<file path="config.mk">
export PLATFORM = sky130hd
export DESIGN_NAME = tmr_host_if
export DESIGN_NICKNAME = d
export VERILOG_FILES = /design/src/rtl/tmr_pkg.sv /design/src/rtl/tmr_ctrl_decode.sv /design/src/rtl/tmr_chan_regs.sv /design/src/rtl/tmr_host_if.sv
export SDC_FILE = /design/constraint.sdc
export NUM_CORES = 1
export LEC_CHECK = 0
export BUFFER_PORTS_ARGS = -buffer_cell sky130_fd_sc_hd__buf_2
export CORE_ASPECT_RATIO = 0.6
export CORE_MARGIN = 2
export CORE_UTILIZATION = 51
export DETAILED_ROUTE_END_ITERATION = 10
export PLACE_DENSITY = 0.76
export SLEW_MARGIN = 40
export SYNTH_ARGS = -nofsm -noshare
export SYNTH_HDL_FRONTEND = slang
export SYNTH_SLANG_ARGS = --single-unit
</file>
<file path="constraint.sdc">
create_clock -name clk -period 2.3 [get_ports clk]
set_input_delay 0.46 -clock clk [delete_from_list [all_inputs] [get_ports clk]]
set_output_delay 0.46 -clock clk [all_outputs]
set_load 0.005 [all_outputs]
</file>
<file path="src/rtl/tmr_pkg.sv">
// Shared types for the timer host interface.
// Assumes a byte-wide host bus and 16-bit counters.
package tmr_pkg;
    localparam int unsigned BYTE_W = 8;
    localparam int unsigned CNT_W  = 2 * BYTE_W;
    localparam int unsigned MODE_W = 3;

    typedef enum logic [1:0] {
        ACC_LATCH = 2'd0,
        ACC_LSB   = 2'd1,
        ACC_MSB   = 2'd2,
        ACC_WORD  = 2'd3
    } acc_e;

    typedef enum logic [1:0] {
        HELD_NONE = 2'd0,
        HELD_LSB  = 2'd1,
        HELD_MSB  = 2'd2,
        HELD_WORD = 2'd3
    } held_e;

    typedef struct packed {
        acc_e              acc;
        logic [MODE_W-1:0] mode;
        logic              bcd;
    } cfg_t;
endpackage

</file>
<file path="src/rtl/tmr_ctrl_decode.sv">
// Control-word decoder: turns a control-port write into per-channel
// configure, count-latch and status-latch requests.
// Assumes NUM_CH <= 3 so that the read-back select bits fit in the byte.
module tmr_ctrl_decode
    import tmr_pkg::*;
#(
    parameter int unsigned NUM_CH = 3
) (
    input  logic              ctl_we,
    input  logic [BYTE_W-1:0] wdata,
    output logic [NUM_CH-1:0] cfg_we,
    output logic [NUM_CH-1:0] cnt_req,
    output logic [NUM_CH-1:0] sts_req,
    output cfg_t              cfg_val
);
    localparam logic [1:0] RB_CODE = 2'b11;

    logic [1:0] sel;
    logic       is_rb;
    acc_e       acc_f;

    // Field extraction of the control byte.
    always_comb begin
        sel     = wdata[7:6];
        is_rb   = (sel == RB_CODE);
        acc_f   = acc_e'(wdata[5:4]);
        cfg_val = '{acc: acc_f, mode: wdata[3:1], bcd: wdata[0]};
    end

    for (genvar n = 0; n < NUM_CH; n++) begin : g_ch
        logic hit;
        // Per-channel request generation for direct and read-back commands.
        always_comb begin
            hit        = ctl_we && !is_rb && (sel == 2'(n));
            cfg_we[n]  = hit && (acc_f != ACC_LATCH);
            cnt_req[n] = (hit && (acc_f == ACC_LATCH))
                      || (ctl_we && is_rb && wdata[1+n] && !wdata[5]);
            sts_req[n] = ctl_we && is_rb && wdata[1+n] && !wdata[4];
        end
    end
endmodule

</file>
<file path="src/rtl/tmr_chan_regs.sv">
// Per-channel register slice: configuration, write byte sequencing,
// count snapshot, status snapshot and read byte selection.
// Assumes data_we, data_re and cfg_we are mutually exclusive per cycle.
module tmr_chan_regs
    import tmr_pkg::*;
(
    input  logic              clk,
    input  logic              rst_n,
    input  logic              cfg_we,
    input  cfg_t              cfg_in,
    input  logic              cnt_latch_req,
    input  logic              sts_latch_req,
    input  logic              data_we,
    input  logic              data_re,
    input  logic [BYTE_W-1:0] wdata,
    input  logic [CNT_W-1:0]  live_count,
    input  logic              out_level,
    output logic [BYTE_W-1:0] rd_byte,
    output logic              load_stb,
    output logic [CNT_W-1:0]  load_val,
    output cfg_t              cfg_q
);
    localparam cfg_t CFG_RST = '{acc: ACC_WORD, mode: '0, bcd: 1'b0};

    logic              wr_hi_q;
    logic [BYTE_W-1:0] hold_q;
    logic              rd_hi_q;
    held_e             held_q;
    logic [CNT_W-1:0]  lat_cnt_q;
    logic              sts_pend_q;
    logic [BYTE_W-1:0] sts_q;
    logic              live_rd;

    // Configuration register, written by a configure command.
    always_ff @(posedge clk) begin
        if (!rst_n)      cfg_q <= CFG_RST;
        else if (cfg_we) cfg_q <= cfg_in;
    end

    // Write byte sequencer and reload strobe generation.
    always_ff @(posedge clk) begin
        if (!rst_n) begin
            wr_hi_q  <= 1'b0;
            hold_q   <= '0;
            load_stb <= 1'b0;
            load_val <= '0;
        end else begin
            load_stb <= 1'b0;
            if (cfg_we) begin
                wr_hi_q <= 1'b0;
            end else if (data_we) begin
                unique case (cfg_q.acc)
                    ACC_LSB: begin
                        load_stb <= 1'b1;
                        load_val <= {{BYTE_W{1'b0}}, wdata};
                    end
                    ACC_MSB: begin
                        load_stb <= 1'b1;
                        load_val <= {wdata, {BYTE_W{1'b0}}};
                    end
                    ACC_WORD: begin
                        if (!wr_hi_q) begin
                            hold_q  <= wdata;
                            wr_hi_q <= 1'b1;
                        end else begin
                            load_stb <= 1'b1;
                            load_val <= {wdata, hold_q};
                            wr_hi_q  <= 1'b0;
                        end
                    end
                    default: ;
                endcase
            end
        end
    end

    // Count snapshot: captured only when none is held, released byte by byte.
    always_ff @(posedge clk) begin
        if (!rst_n) begin
            held_q    <= HELD_NONE;
            lat_cnt_q <= '0;
        end else if (data_re && !sts_pend_q && (held_q != HELD_NONE)) begin
            held_q <= (held_q == HELD_WORD) ? HELD_MSB : HELD_NONE;
        end else if (cnt_latch_req && (held_q == HELD_NONE)) begin
            lat_cnt_q <= live_count;
            held_q    <= held_e'(cfg_q.acc);
        end
    end

    // Status snapshot: captured only when none is pending, cleared on read.
    always_ff @(posedge clk) begin
        if (!rst_n) begin
            sts_pend_q <= 1'b0;
            sts_q      <= '0;
        end else if (data_re && sts_pend_q) begin
            sts_pend_q <= 1'b0;
        end else if (sts_latch_req && !sts_pend_q) begin
            sts_q      <= {out_level, 1'b0, cfg_q.acc, cfg_q.mode, cfg_q.bcd};
            sts_pend_q <= 1'b1;
        end
    end

    // A read is "live" when neither snapshot is pending.
    always_comb live_rd = !sts_pend_q && (held_q == HELD_NONE);

    // Live read byte toggle for low/high access.
    always_ff @(posedge clk) begin
        if (!rst_n)                                        rd_hi_q <= 1'b0;
        else if (cfg_we)                                   rd_hi_q <= 1'b0;
        else if (data_re && live_rd && cfg_q.acc == ACC_WORD) rd_hi_q <= ~rd_hi_q;
    end

    // Read byte selection: status first, then count snapshot, then live count.
    always_comb begin
        if (sts_pend_q) begin
            rd_byte = sts_q;
        end else begin
            unique case (held_q)
                HELD_LSB, HELD_WORD: rd_byte = lat_cnt_q[BYTE_W-1:0];
                HELD_MSB:            rd_byte = lat_cnt_q[CNT_W-1:BYTE_W];
                default: begin
                    if (cfg_q.acc == ACC_MSB || (cfg_q.acc == ACC_WORD && rd_hi_q))
                        rd_byte = live_count[CNT_W-1:BYTE_W];
                    else
                        rd_byte = live_count[BYTE_W-1:0];
                end
            endcase
        end
    end

    AST_STROBE_FROM_WRITE: assert property (@(posedge clk) disable iff (!rst_n)
        load_stb |-> $past(data_we));
    AST_LSB_HIGH_ZERO: assert property (@(posedge clk) disable iff (!rst_n)
        (data_we && cfg_q.acc == ACC_LSB) |=> (load_stb && load_val[CNT_W-1:BYTE_W] == '0));
    AST_WORD_FIRST_NO_LOAD: assert property (@(posedge clk) disable iff (!rst_n)
        (data_we && cfg_q.acc == ACC_WORD && !wr_hi_q) |=> !load_stb);
    AST_SNAPSHOT_HOLD: assert property (@(posedge clk) disable iff (!rst_n)
        (held_q != HELD_NONE && !data_re) |=> $stable(lat_cnt_q));
    AST_STATUS_HOLD: assert property (@(posedge clk) disable iff (!rst_n)
        (sts_pend_q && !data_re) |=> (sts_pend_q && $stable(sts_q)));
    AST_STATUS_FIRST: assert property (@(posedge clk) disable iff (!rst_n)
        (data_re && sts_pend_q) |=> $stable(held_q));
endmodule

</file>
<file path="src/rtl/tmr_host_if.sv">
// Top of the timer host interface: address decode, per-channel slices
// and the read multiplexer.
// Assumes at most one of rd_en / wr_en per cycle; a write wins.
module tmr_host_if
    import tmr_pkg::*;
#(
    parameter int unsigned NUM_CH = 3
) (
    input  logic                     clk,
    input  logic                     rst_n,
    input  logic [1:0]               addr,
    input  logic                     wr_en,
    input  logic                     rd_en,
    input  logic [BYTE_W-1:0]        wdata,
    output logic [BYTE_W-1:0]        rdata,
    input  logic [NUM_CH*CNT_W-1:0]  live_count,
    input  logic [NUM_CH-1:0]        chan_out,
    output logic [NUM_CH-1:0]        load_stb,
    output logic [NUM_CH*CNT_W-1:0]  load_val,
    output logic [NUM_CH*MODE_W-1:0] ch_mode,
    output logic [NUM_CH*2-1:0]      ch_access,
    output logic [NUM_CH-1:0]        ch_bcd
);
    localparam logic [1:0] CTL_ADDR = 2'd3;

    logic              ctl_we;
    logic [NUM_CH-1:0] cfg_we;
    logic [NUM_CH-1:0] cnt_req;
    logic [NUM_CH-1:0] sts_req;
    cfg_t              cfg_val;
    logic [BYTE_W-1:0] rd_byte [NUM_CH];

    // Control port write detect.
    always_comb ctl_we = wr_en && (addr == CTL_ADDR);

    tmr_ctrl_decode #(.NUM_CH(NUM_CH)) u_dec (
        .ctl_we  (ctl_we),
        .wdata   (wdata),
        .cfg_we  (cfg_we),
        .cnt_req (cnt_req),
        .sts_req (sts_req),
        .cfg_val (cfg_val)
    );

    for (genvar n = 0; n < NUM_CH; n++) begin : g_ch
        logic dwe, dre;
        cfg_t cq;
        // Data port strobes of this channel; reads drop under a write.
        always_comb begin
            dwe = wr_en && (addr == 2'(n));
            dre = rd_en && !wr_en && (addr == 2'(n));
        end

        tmr_chan_regs u_chan (
            .clk           (clk),
            .rst_n         (rst_n),
            .cfg_we        (cfg_we[n]),
            .cfg_in        (cfg_val),
            .cnt_latch_req (cnt_req[n]),
            .sts_latch_req (sts_req[n]),
            .data_we       (dwe),
            .data_re       (dre),
            .wdata         (wdata),
            .live_count    (live_count[n*CNT_W +: CNT_W]),
            .out_level     (chan_out[n]),
            .rd_byte       (rd_byte[n]),
            .load_stb      (load_stb[n]),
            .load_val      (load_val[n*CNT_W +: CNT_W]),
            .cfg_q         (cq)
        );

        // Configuration fields brought out per channel.
        always_comb begin
            ch_mode[n*MODE_W +: MODE_W] = cq.mode;
            ch_access[n*2 +: 2]         = cq.acc;
            ch_bcd[n]                   = cq.bcd;
        end
    end

    // Read multiplexer; the control address reads as zero.
    always_comb begin
        rdata = '0;
        for (int n = 0; n < NUM_CH; n++)
            if (addr == 2'(n)) rdata = rd_byte[n];
    end

    AST_ONE_CFG: assert property (@(posedge clk) disable iff (!rst_n)
        $onehot0(cfg_we));
    AST_NO_LOAD_ON_CTL: assert property (@(posedge clk) disable iff (!rst_n)
        ctl_we |=> (load_stb == '0));
endmodule

</file>
=== Word level (Yosys, flattened, before mapping) ===
Index checks and enable logic that the tools add are counted.

* Register bits after elaboration: 177
* Input port bits: 65
* Output and inout port bits: 77
* Logic and storage cells: 232

* Eq/ne operators: 27
* Multiplexer cells: 36
* Bitwise gates (word level): 19
* Reduce and logical (&&, ||, !) cells: 114

{| class="wikitable"
|+ Operators by type and width
! operator !! number
|-
| 16-bit one-hot mux with 3 select lines || 3
|-
| 8-bit 2-to-1 mux || 9
|-
| 1-bit logical AND || 55
|-
| 16-bit 2-to-1 mux || 3
|-
| 8-bit one-hot mux with 2 select lines || 3
|-
| 2-bit equality test, second input constant || 16
|-
| 4-bit AND reduction || 6
|-
| 2-bit OR reduction || 12
|-
| 1-bit NOT || 19
|-
| 2-bit 2-to-1 mux || 9
|-
| 2-bit AND reduction || 9
|-
| 2-bit by 1-bit equality test with 1-bit output, second input constant || 8
|-
| 2-bit nonzero test || 7
|-
| 2-bit logical NOT || 6
|-
| 3-bit nonzero test || 3
|-
| 3-bit OR reduction || 3
|-
| 1-bit logical NOT || 7
|-
| 1-bit logical OR || 6
|-
| 1-bit 2-to-1 mux || 6
|-
| 2-bit by 1-bit inequality test with 1-bit output, second input constant || 3
|-
| 1-bit one-hot mux with 2 select lines || 3
|}

=== Logic depth before layout (Yosys ltp) ===
Gate-level depths: netlist (run 1).

* Depth in word-level cells: 9
* Mapped depth: 8
* Depth with buffers taken out: 6

=== Cells and area by module ===
From an unflattened synthesis (run 1), not the netlist that was laid out.

* Cells, all modules: 1024
* Area total of the unflattened synthesis: 8587.0 um2

{| class="wikitable"
|+ Modules (own cells, without submodules)
! module !! instances !! cells an instance !! area each (um2) !! seq. area each (um2)
|-
| tmr_chan_regs || 3 || 323 || 2721.4 || 1181.1
|-
| tmr_host_if || 1 || 30 || 256.5 || 0.0
|-
| tmr_ctrl_decode || 1 || 25 || 166.4 || 0.0
|}

=== Worst setup path after synthesis (run 1) ===
Ideal clock, no wire load.

* Path kind: flip-flop to output port
* From: register g_ch[2].u_chan.cfg_q[4] (netlist bit)
* To: output port rdata[0]
* Arrival: 1.998 ns
* Required time: 1.840 ns
* Slack: -0.158 ns
* Stages on the path, launching flop included: 8
* Buffers on the path: 1
* Path through: dfxtp_1 -> inv_1 -> ha_1 -> buf_2 -> a21oi_2 -> mux2_2 -> o311ai_0 -> o221a_2

* Word-level cells in the longest chain between the ends: 7
* Elaborated cells between the ends (all ways): 8
* Classes of those cells: eq/ne: 2; mux: 4; reduce/logical: 2

{| class="wikitable"
|+ RTL lines
! item !! RTL line !! source
|-
| start: declaration || tmr_chan_regs.sv:21 || <nowiki>output cfg_t cfg_q</nowiki>
|-
| start signal: assignment || tmr_chan_regs.sv:37 || <nowiki>else if (cfg_we) cfg_q <= cfg_in;</nowiki>
|-
| 2-bit equality test || tmr_chan_regs.sv:122 || <nowiki>if (cfg_q.acc == ACC_MSB || (cfg_q.acc == ACC_WORD && rd_hi_q))</nowiki>
|-
| 1-bit logical AND || tmr_chan_regs.sv:122 ||
|-
| 1-bit logical OR * || tmr_chan_regs.sv:122 ||
|-
| 8-bit 2-to-1 mux * || tmr_chan_regs.sv:122 ||
|-
| 8-bit one-hot mux with 2 select lines * || tmr_chan_regs.sv:118 || <nowiki>unique case (held_q)</nowiki>
|-
| 8-bit 2-to-1 mux * || tmr_chan_regs.sv:115 || <nowiki>if (sts_pend_q) begin</nowiki>
|-
| 8-bit 2-to-1 mux * || tmr_host_if.sv:84 || <nowiki>if (addr == 2'(n)) rdata = rd_byte[n];</nowiki>
|-
| end: declaration || tmr_host_if.sv:15 || <nowiki>output logic [BYTE_W-1:0] rdata,</nowiki>
|}

Every way passes the cells marked *; elsewhere a longest branch is shown, timed or not.

=== Final worst setup path (run 1) ===
* From: register g_ch[2].u_chan.cfg_q[4] (netlist bit)
* To: output port rdata[5]

The elaborated chain is that of the path after synthesis.

==> impl_summary.log, run 1 <==
[metrics] number of iterations in the first detailed-routing pass: 6
[metrics] Core Region: ~16,000 µm²
[metrics] slew at the pin closest to its max-slew limit: 0.531 ns
[metrics] Avg Synthesized Cell Area: 8.67 µm²
[metrics] outcome: finished with violations
[metrics] Max Slew Vio Count: 0
[metrics] count of state elements after synthesis: between 150 and 200
[metrics] final setup vio count: 8
[metrics] Main synth FF type: sky130_fd_sc_hd__dfxtp_1
[metrics] number of buffers created by CTS: 17
[metrics] setup ws final: -0.522 ns
[metrics] Starting DRT DRC Count: 677
[metrics] leakage power figure: approximately 4.1 nW
[metrics] proportion of synthesized flip-flops having asynchronous set or reset: 0
[metrics] area added between synthesis and finish: 25.3%
[metrics] die height: 104 µm
[metrics] DRC Markers: 0
[metrics] pin count of the biggest net entering global routing: 80
[metrics] FF-to-FF setup slack: between 0.15 and 0.2 ns
[metrics] via count of the first global-routing pass: about 7,300
[metrics] library cell occupying the most area in the post-synthesis netlist: sky130_fd_sc_hd__dfxtp_1
[metrics] # H-tree levels: 4
[metrics] synth top area cells: sky130_fd_sc_hd__dfxtp_1 (42%), sky130_fd_sc_hd__mux2i_1 (14%), sky130_fd_sc_hd__nor2_1 (8.0%)
[metrics] ratio of cells with drive above 1 in the final layout: 0.278
[metrics] routed length per placed instance: around 18 µm
[metrics] CP Launch Type: flop
[metrics] fill cell instance count of the final layout: 1,278
[metrics] Total Routed Length: between 20,000 and 25,000 µm
[metrics] power per standard cell area: 648 nW/µm²
[metrics] insertion delay of the later-clocked pin in the worst-skew pair: 0.43 ns
[metrics] EDFF count, synth: 0
[metrics] Hold Fails Final Rpt: 0
[metrics] library cell with the highest instance count after synthesis: sky130_fd_sc_hd__nor2_1
[metrics] placed wire-length estimate after detailed placement: between 15,000 and 20,000 µm
[metrics] Hold/Removal Path Class: in -> reg
[metrics] Worst Path Class, Setup: reg -> out
[metrics] CTS tree: done
[metrics] total of warnings raised by yosys: 0
[metrics] failing checks: negative setup slack
[metrics] pre-CTS setup slack: -0.156 ns
[metrics] register area share after synthesis: 0.421
[metrics] Starting Density: 0.521
[metrics] period utilization: 1.23
[metrics] Rel. slew slack: 0.645
[metrics] data required time at the worst endpoint: ~1.8 ns
[metrics] total power draw: roughly 6.8 mW
[metrics] global-route congestion overflow total: 0
[metrics] overall routing resource usage: 0.282
[metrics] Final ANT Viol Nets: 0
[metrics] number of cell rows: 36
[metrics] crit path DAT: 2.36 ns
[metrics] GP Congestion: 0.910
[metrics] die outline width: 170 µm
[metrics] post-route clock skew: 0.00804 ns
[metrics] synthesized instance count: approximately 1,000
[metrics] count of boundary I/O pins: roughly 140
[metrics] highest ir drop seen on vdd: slightly below 0.0004 V
[metrics] number of standard cells in the layout, taps in and fillers out: 1,346
[metrics] Root Buffer Master: sky130_fd_sc_hd__clkbuf_16
[metrics] minimum clock period: about 2.8 ns
[metrics] Layout Cell Area excl Fill: roughly 11,000 µm²
[metrics] number of antenna violations at the first check in global routing: 4
[metrics] max cap viols: 0
[metrics] portion of synthesized cell area occupied by the leading cell type: 0.421
[metrics] top cell types by occurrence after synthesis: sky130_fd_sc_hd__nor2_1 (180), sky130_fd_sc_hd__dfxtp_1 (177), sky130_fd_sc_hd__mux2i_1 (121), sky130_fd_sc_hd__nand2_1 (69), sky130_fd_sc_hd__clkbuf_1 (55)
[metrics] buffer depth of the longest clock path: 2
[metrics] cell area after placement: around 9700 µm²
[metrics] die footprint: around 18,000 µm²
[metrics] via/cell ratio: just under 6
[metrics] cell count after placement: about 1,300
[metrics] setup repair after global routing missed its margin: true
[metrics] area of the mapped netlist: between 8000 and 9000 µm²
[metrics] wire length of the first global-routing pass: slightly below 40,000 µm
[metrics] highest net fanout along the worst path: 8
[metrics] Highest Clock Rate: 354 MHz
[metrics] synth unique cells: 55
[metrics] kind of end point of the critical path: output pin
[metrics] number of clock sinks: 177
[metrics] sum of negative setup slack: -3.78 ns
[metrics] total of buffers placed on input and output ports: ~140
[metrics] Final #Nets: around 1,200
[metrics] Post-Synthesis Net Count: 1,045
[metrics] Clock Pin Slew Worst Setup and Hold Paths: around 0.070 ns
[metrics] total via count after detailed routing: approximately 8,000
==> kinds of logic (layout without fill, tap and decap cells) <==
kind of cell               Yosys count  count (layout)  share of synthesized area
xor gates and xnor gates             3               3                    0.00312
DFF                                177             177                      0.421
muxes                              129             129                      0.155
adders and majority gates            9               9                     0.0134
and+or+nand+nor                    392             392                      0.220
AOI/OAI and AO/OA                  149             149                      0.128
other                                0               4                          0
buffers and inverters              112             274                     0.0603
==> cell usage in the layout (no fill, tap or decap), drive strengths merged, types with 7 or more instances in the layout <==
cell and count:
nand3 28, mux2 8, o221a 7, a32o 9, dfxtp 177, o221ai 15, o311ai 7, or2 8
a211oi 24, nor3b 29, buf 218, a21oi 56, ha 9, nor3 30, nor2b 9, nand2 69
inv 29, mux2i 121, clkbuf 18, nand2b 15, o21ai 15, nor2 181, a221o 7
==> registers in the layout, summed over array words and instances (netlist names) <==
name                    cells
g_ch.u_chan.load_val       48
g_ch.u_chan.hold_q         24
g_ch.u_chan.held_q          6
g_ch.u_chan.sts_pend_q      3
g_ch.u_chan.sts_q          21
g_ch.u_chan.load_stb        3
g_ch.u_chan.lat_cnt_q      48
g_ch.u_chan.wr_hi_q         3
g_ch.u_chan.rd_hi_q         3
g_ch.u_chan.cfg_q          18
==> layout make-up <==
cell class                 instances  area (µm²)  area share
clock inverter                    14         178      0.0168
clock buffer                      18         429      0.0407
antenna                            4        10.0    0.000948
tap                              209         262      0.0248
sequential                       177        3560       0.337
inverter                          24        97.6     0.00925
multi-input combinational        682        4620       0.438
timing repair buffer             218        1400       0.132
==> where the power goes <==
part | leakage (nW) | internal (mW) | switching [mW]
Clock | 0.290 | 1.73 | 1.31
Sequential | 1.43 | 3.10 | 0.0302
Combinational | 2.43 | 0.292 | 0.380
Total | 4.15 | 5.12 | 1.72
==> metal layers <==
| metal | global-route usage | share of wire |
|---|---|---|
| met1 | 0.413 | 0.47 |
| met3 | 0.0695 | 0.091 |
| met2 | 0.410 | 0.42 |
| met4 | 0.0794 | 0.016 |
| met5 | 0 | 0 |
==> timing repair <==
action	CTS	global route
setup endpoints to repair	8	10
buffers inserted	3	4
gates resized for setup	35	15
hold buffers	0	0
cloned	0	0
pin swaps	9	3
==> worst max-delay path, stage by stage (launching register included) <==
cell and delay (ns):
sky130_fd_sc_hd__dfxtp_4 0.40, sky130_fd_sc_hd__inv_4 0.05, sky130_fd_sc_hd__ha_4 0.16, sky130_fd_sc_hd__a21oi_4 0.27, sky130_fd_sc_hd__buf_6 0.16, sky130_fd_sc_hd__mux2_4 0.31
sky130_fd_sc_hd__o311ai_4 0.22, sky130_fd_sc_hd__o221a_2 0.24, sky130_fd_sc_hd__buf_2 0.11
==> through the flow <==
stage	hold slack, ns	util
after detailed placement	0.440	0.597
after CTS	0.266	0.645
after global routing	0.283	0.652
final	0.277	0.653
after global placement	0.439	0.597
after floorplan	0.448	-
==> worst paths after layout <==
check                                      startpoint  cells past startpoint                                        end
min                                    live_count[12]                      3  g_ch[0].u_chan.lat_cnt_q[12]$_SDFFE_PN0P_
max              g_ch[2].u_chan.cfg_q[4]$_SDFFE_PN1P_                      8                                   rdata[5]
min reg2reg  g_ch[2].u_chan.load_val[10]$_SDFFE_PN0P_                      2   g_ch[2].u_chan.load_val[10]$_SDFFE_PN0P_
max reg2reg      g_ch[2].u_chan.cfg_q[4]$_SDFFE_PN1P_                     10    g_ch[2].u_chan.load_val[5]$_SDFFE_PN0P_
Power figures use the tool's default switching activity.
==> inputs of run 2 (changes only) <==
--- a/config.mk
+++ b/config.mk
@@ -10,7 +10,9 @@
 export CORE_MARGIN = 2
 export CORE_UTILIZATION = 51
 export DETAILED_ROUTE_END_ITERATION = 10
+export GPL_ROUTABILITY_DRIVEN = 1
 export PLACE_DENSITY = 0.76
+export RECOVER_POWER = 50
 export SLEW_MARGIN = 40
 export SYNTH_ARGS = -nofsm -noshare
 export SYNTH_HDL_FRONTEND = slang
==> run 2 against run 1 <==
  * Critical path depth did not move
  * Die area unchanged
  * The flow still finishes with violations (negative setup slack)
  * Setup slack lost 0.030 ns
==> impl_summary.log, run 2 (synthesis gave the netlist of run 1 again) <==
[metrics] final core utilization: 0.649
[metrics] count of boundary I/O pins: 142
[metrics] final setup vio count: 8
[metrics] # H-tree levels: 4
[metrics] buffer depth of the longest clock path: 2
[metrics] outcome: finished with violations
[metrics] GP Congestion: 0.910
[metrics] via/cell ratio: ~5.8
[metrics] insertion delay of the later-clocked pin in the worst-skew pair: 0.43 ns
[metrics] cell count after placement: approximately 1,300
[metrics] placed wire-length estimate after detailed placement: 16,700 µm
[metrics] Worst Path Class, Setup: reg -> out
[metrics] sum of negative setup slack: -3.80 ns
[metrics] Core Region: about 16,000 µm²
[metrics] number of antenna violations at the first check in global routing: 4
[metrics] total power draw: 6.83 mW
[metrics] die footprint: roughly 18,000 µm²
[metrics] total via count after detailed routing: between 7,000 and 8,000
[metrics] routed length per placed instance: roughly 18 µm
[metrics] area added between synthesis and finish: 24.5%
[metrics] ratio of cells with drive above 1 in the final layout: 0.247
[metrics] number of iterations in the first detailed-routing pass: 5
[metrics] highest net fanout along the worst path: 8
[metrics] post-route clock skew: approximately 0.0076 ns
[metrics] total of buffers placed on input and output ports: between 100 and 150
[metrics] pre-CTS setup slack: -0.156 ns
[metrics] commonest non-fill, non-tap cell in the layout: sky130_fd_sc_hd__nor2_1
[metrics] kind of end point of the critical path: output pin
[metrics] Total Routed Length: ~25,000 µm
[metrics] data required time at the worst endpoint: approximately 1.8 ns
[metrics] Hold/Removal Path Class: in -> reg
[metrics] P_sw: between 1.5 and 2 mW
[metrics] highest ir drop seen on vdd: 0.000358 V
[metrics] number of cell rows: 36
[metrics] Final ANT Viol Nets: 0
[metrics] combinational cell fraction of total power: 0.098
[metrics] Largest regs: g_ch.u_chan.lat_cnt_q (48), g_ch.u_chan.load_val (48), g_ch.u_chan.hold_q (24)
[metrics] max cap viols: 0
[metrics] pin count of the biggest net entering global routing: 80
[metrics] Hold Fails Final Rpt: 0
[metrics] overall routing resource usage: 0.282
[metrics] die height: between 100 and 150 µm
[metrics] wire length of the first global-routing pass: a little under 40,000 µm
[metrics] CTS tree: done
[metrics] via count of the first global-routing pass: approximately 7,300
[metrics] Max Slew Vio Count: 0
[metrics] minimum clock period: 2.85 ns
[metrics] Rel. slew slack: 0.580
[metrics] DRC Markers: 0
[metrics] setup repair after global routing missed its margin: true
[metrics] Final #Nets: 1,194
[metrics] leakage power figure: roughly 4.0 nW
[metrics] sequential group share of total power: 0.459
[metrics] Switching Fraction: 0.250
[metrics] Root Buffer Master: sky130_fd_sc_hd__clkbuf_16
[metrics] period utilization: 1.24
[metrics] failing checks: negative setup slack
[metrics] Clock Pin Slew Worst Setup and Hold Paths: approximately 0.070 ns
[metrics] Highest Clock Rate: 351 MHz
[metrics] CP Launch Type: flop
[metrics] design internal power: slightly above 5 mW
[metrics] power per standard cell area: about 650 nW/µm²
[metrics] global-route congestion overflow total: 0
[metrics] crit path DAT: 2.39 ns
[metrics] setup ws final: -0.552 ns
[metrics] slew at the pin closest to its max-slew limit: ~0.63 ns
[metrics] part of the total power dissipated in the clock network: 0.444
[metrics] most frequent cells in the layout: sky130_fd_sc_hd__nor2_1 (180), sky130_fd_sc_hd__dfxtp_1 (172), sky130_fd_sc_hd__mux2i_1 (121)
[metrics] number of clock sinks: approximately 180
[metrics] post-cts hold buffer count: 0
[metrics] Starting Density: 0.521
[metrics] die outline width: ~170 µm
[metrics] Starting DRT DRC Count: around 740
[metrics] number of standard cells in the layout, taps in and fillers out: between 1,000 and 1,500
[metrics] number of buffers created by CTS: 17
==> run 2: cell types whose count changed in the layout (fill, tap and decap cells not counted) <==
cell / delta
sky130_fd_sc_hd__nand3_2: -1
sky130_fd_sc_hd__clkbuf_1: +32
sky130_fd_sc_hd__nand3_1: +1
sky130_fd_sc_hd__buf_4: -6
sky130_fd_sc_hd__dfxtp_2: -1
sky130_fd_sc_hd__nor4b_2: -1
sky130_fd_sc_hd__buf_2: -26
sky130_fd_sc_hd__nor4b_1: +1
sky130_fd_sc_hd__dfxtp_1: +1
==> run 2: final cells by class <==
class                   instances  area, µm²
flip-flops and latches        177       3560
clock inverters                14        178
fillers                      1306       5680
inverters                      24       97.6
well taps                     209        262
repair buffers                218       1340
diodes                          4       10.0
multi-input cells             682       4610
clock buffers                  18        429
==> run 2: worst paths after layout <==
check                                      startpoint                                       end  slack (ns)  depth (start not counted)
max reg2reg      g_ch[2].u_chan.cfg_q[4]$_SDFFE_PN1P_   g_ch[2].u_chan.load_val[2]$_SDFFE_PN0P_        0.15                         10
min                                       chan_out[2]      g_ch[2].u_chan.sts_q[7]$_SDFFE_PN0P_        0.28                          3
min reg2reg  g_ch[0].u_chan.load_val[13]$_SDFFE_PN0P_  g_ch[0].u_chan.load_val[13]$_SDFFE_PN0P_        0.45                          2
max              g_ch[2].u_chan.cfg_q[4]$_SDFFE_PN1P_                                  rdata[5]       -0.55                          8
==> run 2: power groups by stage <==
stage | clock [mW] | sequential [mW] | combinational, mW
detailed placement | 0 | 3.20 | 0.614
global route | 3.19 | 3.14 | 0.716
floorplan | 0 | 3.20 | 0.356
CTS | 3.05 | 3.13 | 0.635
global placement | 0 | 3.20 | 0.607
finish | 3.03 | 3.13 | 0.667
==> run 2: timing repair <==
item                       CTS  global route
setup buffers                3             4
pin swaps                    9             3
gates resized for setup     35            15
setup endpoints to repair    8            10
==> run 2: routing by layer <==
metal | wire length, µm | vias up | GRT usage
met3 | 2410 | 29 | 0.0695
met5 | 0 | - | 0
li1 | - | 3689 | -
met1 | 11500 | 3726 | 0.413
met2 | 10600 | 344 | 0.410
met4 | 347 | 0 | 0.0794
==> run 2: worst max-delay path, stage by stage, from the launching register on <==
cell and delay, ns:
sky130_fd_sc_hd__dfxtp_4 0.40, sky130_fd_sc_hd__inv_4 0.05, sky130_fd_sc_hd__ha_4 0.16, sky130_fd_sc_hd__a21oi_4 0.28, sky130_fd_sc_hd__buf_6 0.16, sky130_fd_sc_hd__mux2_4 0.31, sky130_fd_sc_hd__o311ai_4 0.24, sky130_fd_sc_hd__o221a_2 0.25
sky130_fd_sc_hd__buf_2 0.11
==> run 2: stage by stage <==
step | hold WS [ns] | instance area [µm²]
after global routing | 0.283 | 10500
after global placement | 0.439 | 9660
after detailed placement | 0.440 | 9660
after CTS | 0.266 | 10400
after floorplan | 0.448 | 8440
final | 0.277 | 10500
